### config.mk
export PLATFORM = sky130hd
export DESIGN_NAME = pll_lock_ctrl
export DESIGN_NICKNAME = d
export VERILOG_FILES = /design/src/rtl/pllc_pkg.sv /design/src/rtl/pllc_regs.sv /design/src/rtl/pllc_lock_timer.sv /design/src/rtl/pllc_rdmux.sv /design/src/rtl/pll_lock_ctrl.sv
export SDC_FILE = /design/constraint.sdc
export NUM_CORES = 1
export LEC_CHECK = 0
export ABC_AREA = 1
export CORE_ASPECT_RATIO = 0.6
export CORE_UTILIZATION = 45
export DETAILED_ROUTE_END_ITERATION = 10
export GPL_ROUTABILITY_DRIVEN = 0
export PLACE_DENSITY = 0.74
export SLEW_MARGIN = 15
export SYNTH_ARGS = -nofsm -noshare
export SYNTH_HDL_FRONTEND = slang
export SYNTH_SLANG_ARGS = --single-unit
### constraint.sdc
create_clock -name clk -period 3.2 [get_ports clk]
set_clock_uncertainty 0.1 [all_clocks]
set_input_delay 0.64 -clock clk [delete_from_list [all_inputs] [get_ports clk]]
set_output_delay 0.64 -clock clk [all_outputs]
set_load 0.005 [all_outputs]
### src/rtl/pllc_pkg.sv
package pllc_pkg;
  localparam int unsigned WORD_W   = 32;
  localparam int unsigned EN_POS   = 31;
  localparam int unsigned LOCK_POS = 29;
  localparam int unsigned M_POS    = 16;
  localparam int unsigned P_POS    = 8;
  localparam int unsigned S_POS    = 0;

  localparam logic [1:0] ADR_LOCKTIME = 2'd0;
  localparam logic [1:0] ADR_CTRL     = 2'd1;
endpackage

### src/rtl/pllc_regs.sv
module pllc_regs
  import pllc_pkg::*;
#(
  parameter int unsigned ADDR_W = 2,
  parameter int unsigned LOCK_W = 16,
  parameter int unsigned M_W    = 10,
  parameter int unsigned P_W    = 6,
  parameter int unsigned S_W    = 3
) (
  input  logic              clk,
  input  logic              rst_n,
  input  logic              wr_en_i,
  input  logic [ADDR_W-1:0] wr_addr_i,
  input  logic [WORD_W-1:0] wr_data_i,
  output logic [LOCK_W-1:0] lock_time_o,
  output logic              en_o,
  output logic [M_W-1:0]    m_o,
  output logic [P_W-1:0]    p_o,
  output logic [S_W-1:0]    s_o,
  output logic              ctrl_wr_o,
  output logic              ctrl_wr_en_o
);
  logic sel_lt, sel_ctrl;

  assign sel_lt       = wr_en_i && (wr_addr_i == ADDR_W'(ADR_LOCKTIME));
  assign sel_ctrl     = wr_en_i && (wr_addr_i == ADDR_W'(ADR_CTRL));
  assign ctrl_wr_o    = sel_ctrl;
  assign ctrl_wr_en_o = wr_data_i[EN_POS];

  always_ff @(posedge clk or negedge rst_n) begin
    if (!rst_n) begin
      lock_time_o <= '0;
      en_o        <= 1'b0;
      m_o         <= '0;
      p_o         <= '0;
      s_o         <= '0;
    end else begin
      if (sel_lt) lock_time_o <= wr_data_i[LOCK_W-1:0];
      if (sel_ctrl) begin
        en_o <= wr_data_i[EN_POS];
        m_o  <= wr_data_i[M_POS +: M_W];
        p_o  <= wr_data_i[P_POS +: P_W];
        s_o  <= wr_data_i[S_POS +: S_W];
      end
    end
  end


  unmapped_wr_chk: assert property (@(posedge clk) disable iff (!rst_n)
    (wr_en_i && wr_addr_i > ADDR_W'(ADR_CTRL)) |=>
      ($stable(lock_time_o) && $stable(en_o) && $stable(m_o)));


  en_follow_chk: assert property (@(posedge clk) disable iff (!rst_n)
    ctrl_wr_o |=> (en_o == $past(wr_data_i[EN_POS])));
endmodule

### src/rtl/pllc_lock_timer.sv
module pllc_lock_timer #(
  parameter int unsigned LOCK_W = 16
) (
  input  logic              clk,
  input  logic              rst_n,
  input  logic              en_i,
  input  logic              ctrl_wr_i,
  input  logic              ctrl_wr_en_i,
  input  logic [LOCK_W-1:0] lock_time_i,
  output logic              locked_o
);
  logic [LOCK_W-1:0] cnt_q;
  logic [LOCK_W-1:0] snap_q;
  logic [LOCK_W:0]   cnt_nxt;

  assign cnt_nxt = {1'b0, cnt_q} + 1'b1;

  always_ff @(posedge clk or negedge rst_n) begin
    if (!rst_n) begin
      cnt_q    <= '0;
      snap_q   <= '0;
      locked_o <= 1'b0;
    end else if (ctrl_wr_i) begin
      cnt_q    <= '0;
      locked_o <= 1'b0;
      if (ctrl_wr_en_i) snap_q <= lock_time_i;
    end else if (!en_i) begin
      cnt_q    <= '0;
      locked_o <= 1'b0;
    end else if (!locked_o) begin
      cnt_q <= cnt_nxt[LOCK_W-1:0];
      if (cnt_nxt >= {1'b0, snap_q}) locked_o <= 1'b1;
    end
  end


  start_clears_chk: assert property (@(posedge clk) disable iff (!rst_n)
    ctrl_wr_i |=> !locked_o);


  dis_hold_chk: assert property (@(posedge clk) disable iff (!rst_n)
    (!en_i && !ctrl_wr_i) |=> !locked_o);


  rise_after_count_chk: assert property (@(posedge clk) disable iff (!rst_n)
    $rose(locked_o) |-> ($past(en_i) && !$past(ctrl_wr_i)));


  snap_hold_chk: assert property (@(posedge clk) disable iff (!rst_n)
    !ctrl_wr_i |=> $stable(snap_q));
endmodule

### src/rtl/pllc_rdmux.sv
module pllc_rdmux
  import pllc_pkg::*;
#(
  parameter int unsigned ADDR_W = 2,
  parameter int unsigned LOCK_W = 16,
  parameter int unsigned M_W    = 10,
  parameter int unsigned P_W    = 6,
  parameter int unsigned S_W    = 3
) (
  input  logic [ADDR_W-1:0] rd_addr_i,
  input  logic [LOCK_W-1:0] lock_time_i,
  input  logic              en_i,
  input  logic              locked_i,
  input  logic [M_W-1:0]    m_i,
  input  logic [P_W-1:0]    p_i,
  input  logic [S_W-1:0]    s_i,
  output logic [WORD_W-1:0] rd_data_o
);
  always_comb begin
    rd_data_o = '0;
    if (rd_addr_i == ADDR_W'(ADR_LOCKTIME)) begin
      rd_data_o[LOCK_W-1:0] = lock_time_i;
    end else if (rd_addr_i == ADDR_W'(ADR_CTRL)) begin
      rd_data_o[EN_POS]         = en_i;
      rd_data_o[LOCK_POS]       = locked_i;
      rd_data_o[M_POS +: M_W]   = m_i;
      rd_data_o[P_POS +: P_W]   = p_i;
      rd_data_o[S_POS +: S_W]   = s_i;
    end
  end
endmodule

### src/rtl/pll_lock_ctrl.sv
module pll_lock_ctrl
  import pllc_pkg::*;
#(
  parameter int unsigned ADDR_W = 2,
  parameter int unsigned LOCK_W = 16,
  parameter int unsigned M_W    = 10,
  parameter int unsigned P_W    = 6,
  parameter int unsigned S_W    = 3
) (
  input  logic              clk,
  input  logic              rst_n,
  input  logic              wr_en,
  input  logic [ADDR_W-1:0] wr_addr,
  input  logic [31:0]       wr_data,
  input  logic [ADDR_W-1:0] rd_addr,
  output logic [31:0]       rd_data,
  output logic              pll_en,
  output logic [M_W-1:0]    pll_m,
  output logic [P_W-1:0]    pll_p,
  output logic [S_W-1:0]    pll_s,
  output logic              pll_locked
);
  logic [LOCK_W-1:0] lock_time;
  logic              ctrl_wr;
  logic              ctrl_wr_en;

  pllc_regs #(
    .ADDR_W(ADDR_W), .LOCK_W(LOCK_W), .M_W(M_W), .P_W(P_W), .S_W(S_W)
  ) u_regs (
    .clk(clk), .rst_n(rst_n),
    .wr_en_i(wr_en), .wr_addr_i(wr_addr), .wr_data_i(wr_data),
    .lock_time_o(lock_time), .en_o(pll_en),
    .m_o(pll_m), .p_o(pll_p), .s_o(pll_s),
    .ctrl_wr_o(ctrl_wr), .ctrl_wr_en_o(ctrl_wr_en)
  );

  pllc_lock_timer #(.LOCK_W(LOCK_W)) u_timer (
    .clk(clk), .rst_n(rst_n),
    .en_i(pll_en), .ctrl_wr_i(ctrl_wr), .ctrl_wr_en_i(ctrl_wr_en),
    .lock_time_i(lock_time), .locked_o(pll_locked)
  );

  pllc_rdmux #(
    .ADDR_W(ADDR_W), .LOCK_W(LOCK_W), .M_W(M_W), .P_W(P_W), .S_W(S_W)
  ) u_rdmux (
    .rd_addr_i(rd_addr), .lock_time_i(lock_time), .en_i(pll_en),
    .locked_i(pll_locked), .m_i(pll_m), .p_i(pll_p), .s_i(pll_s),
    .rd_data_o(rd_data)
  );
endmodule

==> results.py <==
metrics = {
    "run_status": {
        "run_status": "finished clean",
    },
    "critical_path": {
        "startpoint_type_of_the_worst_setup_path": "input pin",
        "worst_reg2reg_path_depth": 15,
        "worstReg2RegEnd": "u_timer.locked_o",
        "rrSetupSlack_ns": 0.33,
        "crit_fanout": 16,
        "reg2reg_from": "u_timer.cnt_q[0]",
        "cp.arrival_ns": 2.38,
        "kind_of_capture_point_of_the_worst_setup_path": "output pin",
        "cp-startpoint": "rd_addr[1]",
        "timing.critical_path.required_ns": 2.46,
        "criticalPathCategory": "in2out",
    },
    "floorplan": {
        "coreArea_um2": 7510,
        "chipWidth_um": 117,
        "floorplan.rows": 24,
        "initial_utilization_pct": 47.9,
        "die_height_um": 71.2,
        "die_area_um2": 8360,
        "top_level_ports": 92,
    },
    "pwr": {
        "leakage_power_total_nw": 2.36,
        "power-per-cell-area_nw_per_um2": 522,
        "vdd_ir_drop_max_mv": 0.284,
    },
    "sta": {
        "fin_crit_sh_pct": 97.4,
        "worst_pin_slew_ns": 0.993,
        "slew_violations": 0,
        "hold_viol_final": 0,
        "final-setup-viol-count": 0,
        "layout_min_cycle_time_ns": 3.12,
        "maxSlewHeadroom_pct": 33.6,
        "rsz0062_at_grt": "no",
        "fin_tns_setup_ns": 0,
        "maxClockFrequency_mhz": 321,
        "fin_hold_ws_ns": 0.291,
    },
    "global_route": {
        "antenna_violations_before_repair": 0,
        "globalRouteOverflowTotal": 0,
        "grt_pass1_vias": 3189,
        "largest_net_degree_at_the_start_of_global_routing": 39,
        "groute.usage.overall_pct": 23.2,
        "first_pass_grt_wire_length_um": 15000,
    },
    "synthesis": {
        "post_synth_inst_count": 454,
        "postSynthRegisterBits": 69,
        "post_synth_instance_area_um2": 3600,
        "synth.yosys.warnings": 0,
        "avgSynthCellArea_um2": 7.92,
        "synth_top_cell_by_area": "dfrtp_1",
        "synth_enable_flop_cells": 0,
        "area_contributors_post_synth": "dfrtp_1, nand2_1, inv_1",
        "synthMostInstantiatedCell": "nand2_1",
        "synth.distinct_cells": 35,
        "ys.flop_type": "dfrtp_1",
        "yosysSeqAreaShare_pct": 48.0,
        "synth-async-reset-ratio_pct": 100,
        "post-synth-top-area-fraction_pct": 48.0,
        "synth.top_cells.by_count": "nand2_1, inv_1, dfrtp_1",
    },
    "cts": {
        "cts_resized": 0,
        "cts.clk_slew.worst_paths_ns": 0.05,
        "deepest_level_of_the_cts_h_tree": 3,
        "post_cts_setup_buffer_count": 0,
        "clock_latency_ns": 0.33,
        "numCtsBuffers": 9,
        "cts_sinks": 69,
        "ctsHoldBuffers": 0,
        "cts_max_path_buffers": 2,
        "cts_root_buf": "clkbuf_16",
        "tritoncts_clock_tree": "yes",
    },
    "drt": {
        "avgRoutedWirePerCell_um": 13.7,
        "drt_drc_violations_left": 0,
        "initialDrtViolationCount": 163,
        "routed-via-count": 3206,
        "first_pass_iters": 6,
        "drt.antenna.violating_nets": 0,
        "vias_per_cell": 4.98,
        "route.final.wire_length_um": 8830,
    },
    "final_layout": {
        "finish.net_count": 592,
        "area_growth_syn_to_layout_pct": 32.8,
        "final_area_um2": 4770,
        "final_layout_size_suffix_gt1_share_pct": 5.56,
        "post_layout_nonfiller_instances": 644,
        "utilization_after_layout_pct": 63.6,
        "n_antenna_cell": 0,
    },
    "placement": {
        "port_buffer_count": 82,
        "placedInstanceArea_um2": 4510,
        "place.detailed.instances": 629,
        "dp.final_hpwl_um": 6570,
    },
    "run": {
        "timing.max_cap.violations": 0,
    },
    "hold_path": {
        "holdCritPathClass": "in2async",
    },
}
-- stage by stage --
stage,total power [W],setup WS (ns)
floorplan,0.00134,0.864
detailed placement,0.00162,0.155
finish,0.00249,0.0848
CTS,0.00252,0.132
global placement,0.00159,0.133
global route,0.00264,0.0391
-- worst max-delay path: stages --
cell and delay (ns):
clkdlybuf4s50_1 0.42, or2_2 0.45, o21ai_0 0.30, clkdlybuf4s50_1 0.57
-- metal layers --
metal	share of wire [%]	global-route usage, %	up-vias
met4	1.3	8.08	0
met3	6.6	6.69	12
met5	0	0	-
met2	43	35.6	118
met1	49	31.9	1497
li1	-	-	1579
-- final cells by class --
type | instances | area, µm²
tap | 104 | 130
clock buffer | 13 | 250
inverter | 90 | 338
multi-input combinational | 279 | 1450
clock inverter | 2 | 10.0
sequential | 69 | 1730
timing repair buffer | 87 | 866
fill | 673 | 2730
-- logic make-up (layout without fill, tap and decap cells) --
family	after synthesis	after routing	synth area share, %
AND/OR/NAND/NOR	163	163	19.2
buffers and inverters	109	192	11.9
AO/OA/AOI/OAI	90	90	13.4
flip-flops	69	69	48.0
adder cells (fa/ha/maj)	17	17	5.91
XOR/XNOR	5	5	1.43
other	1	4	0.104
-- power breakdown --
group	switching, W	leakage, nW	internal (W)
Sequential	0.0000771	0.873	0.00100
Clock	0.000346	0.129	0.000539
Combinational	0.000268	1.36	0.000264
Total	0.000691	2.36	0.00180
-- cells in the final DEF (no fill, tap or decap), types with 4 or more instances in the layout --
| cell | count |
|---|---|
| conb_1 | 4 |
| nand2_1 | 89 |
| o22ai_1 | 10 |
| clkbuf_16 | 9 |
| a21oi_1 | 12 |
| buf_4 | 4 |
| xor2_1 | 4 |
| ha_1 | 17 |
| o21ai_0 | 59 |
| inv_1 | 87 |
| nand3_1 | 18 |
| dfrtp_1 | 69 |
| nor2_1 | 39 |
| clkdlybuf4s50_1 | 81 |
-- state kept, by name (all words and copies together), names as in the netlist --
signal and flops:
u_regs.s_o 3, u_regs.lock_time_o 16, u_regs.en_o 1, u_regs.p_o 6
u_timer.snap_q 16, u_timer.cnt_q 16, u_regs.m_o 10, u_timer.locked_o 1
-- worst max-delay path by stage --
stage / end / slack, ns / depth (start not counted)
4_1_cts: rd_data[12] / 0.13 / 4
2_1_floorplan: u_timer.locked_o / 0.86 / 15
5_1_grt: rd_data[12] / 0.04 / 4
3_3_place_gp: rd_data[12] / 0.13 / 4
3_5_place_dp: rd_data[12] / 0.15 / 4
6_report: rd_data[12] / 0.08 / 4
Note: power is estimated with default switching activity, not from simulation.
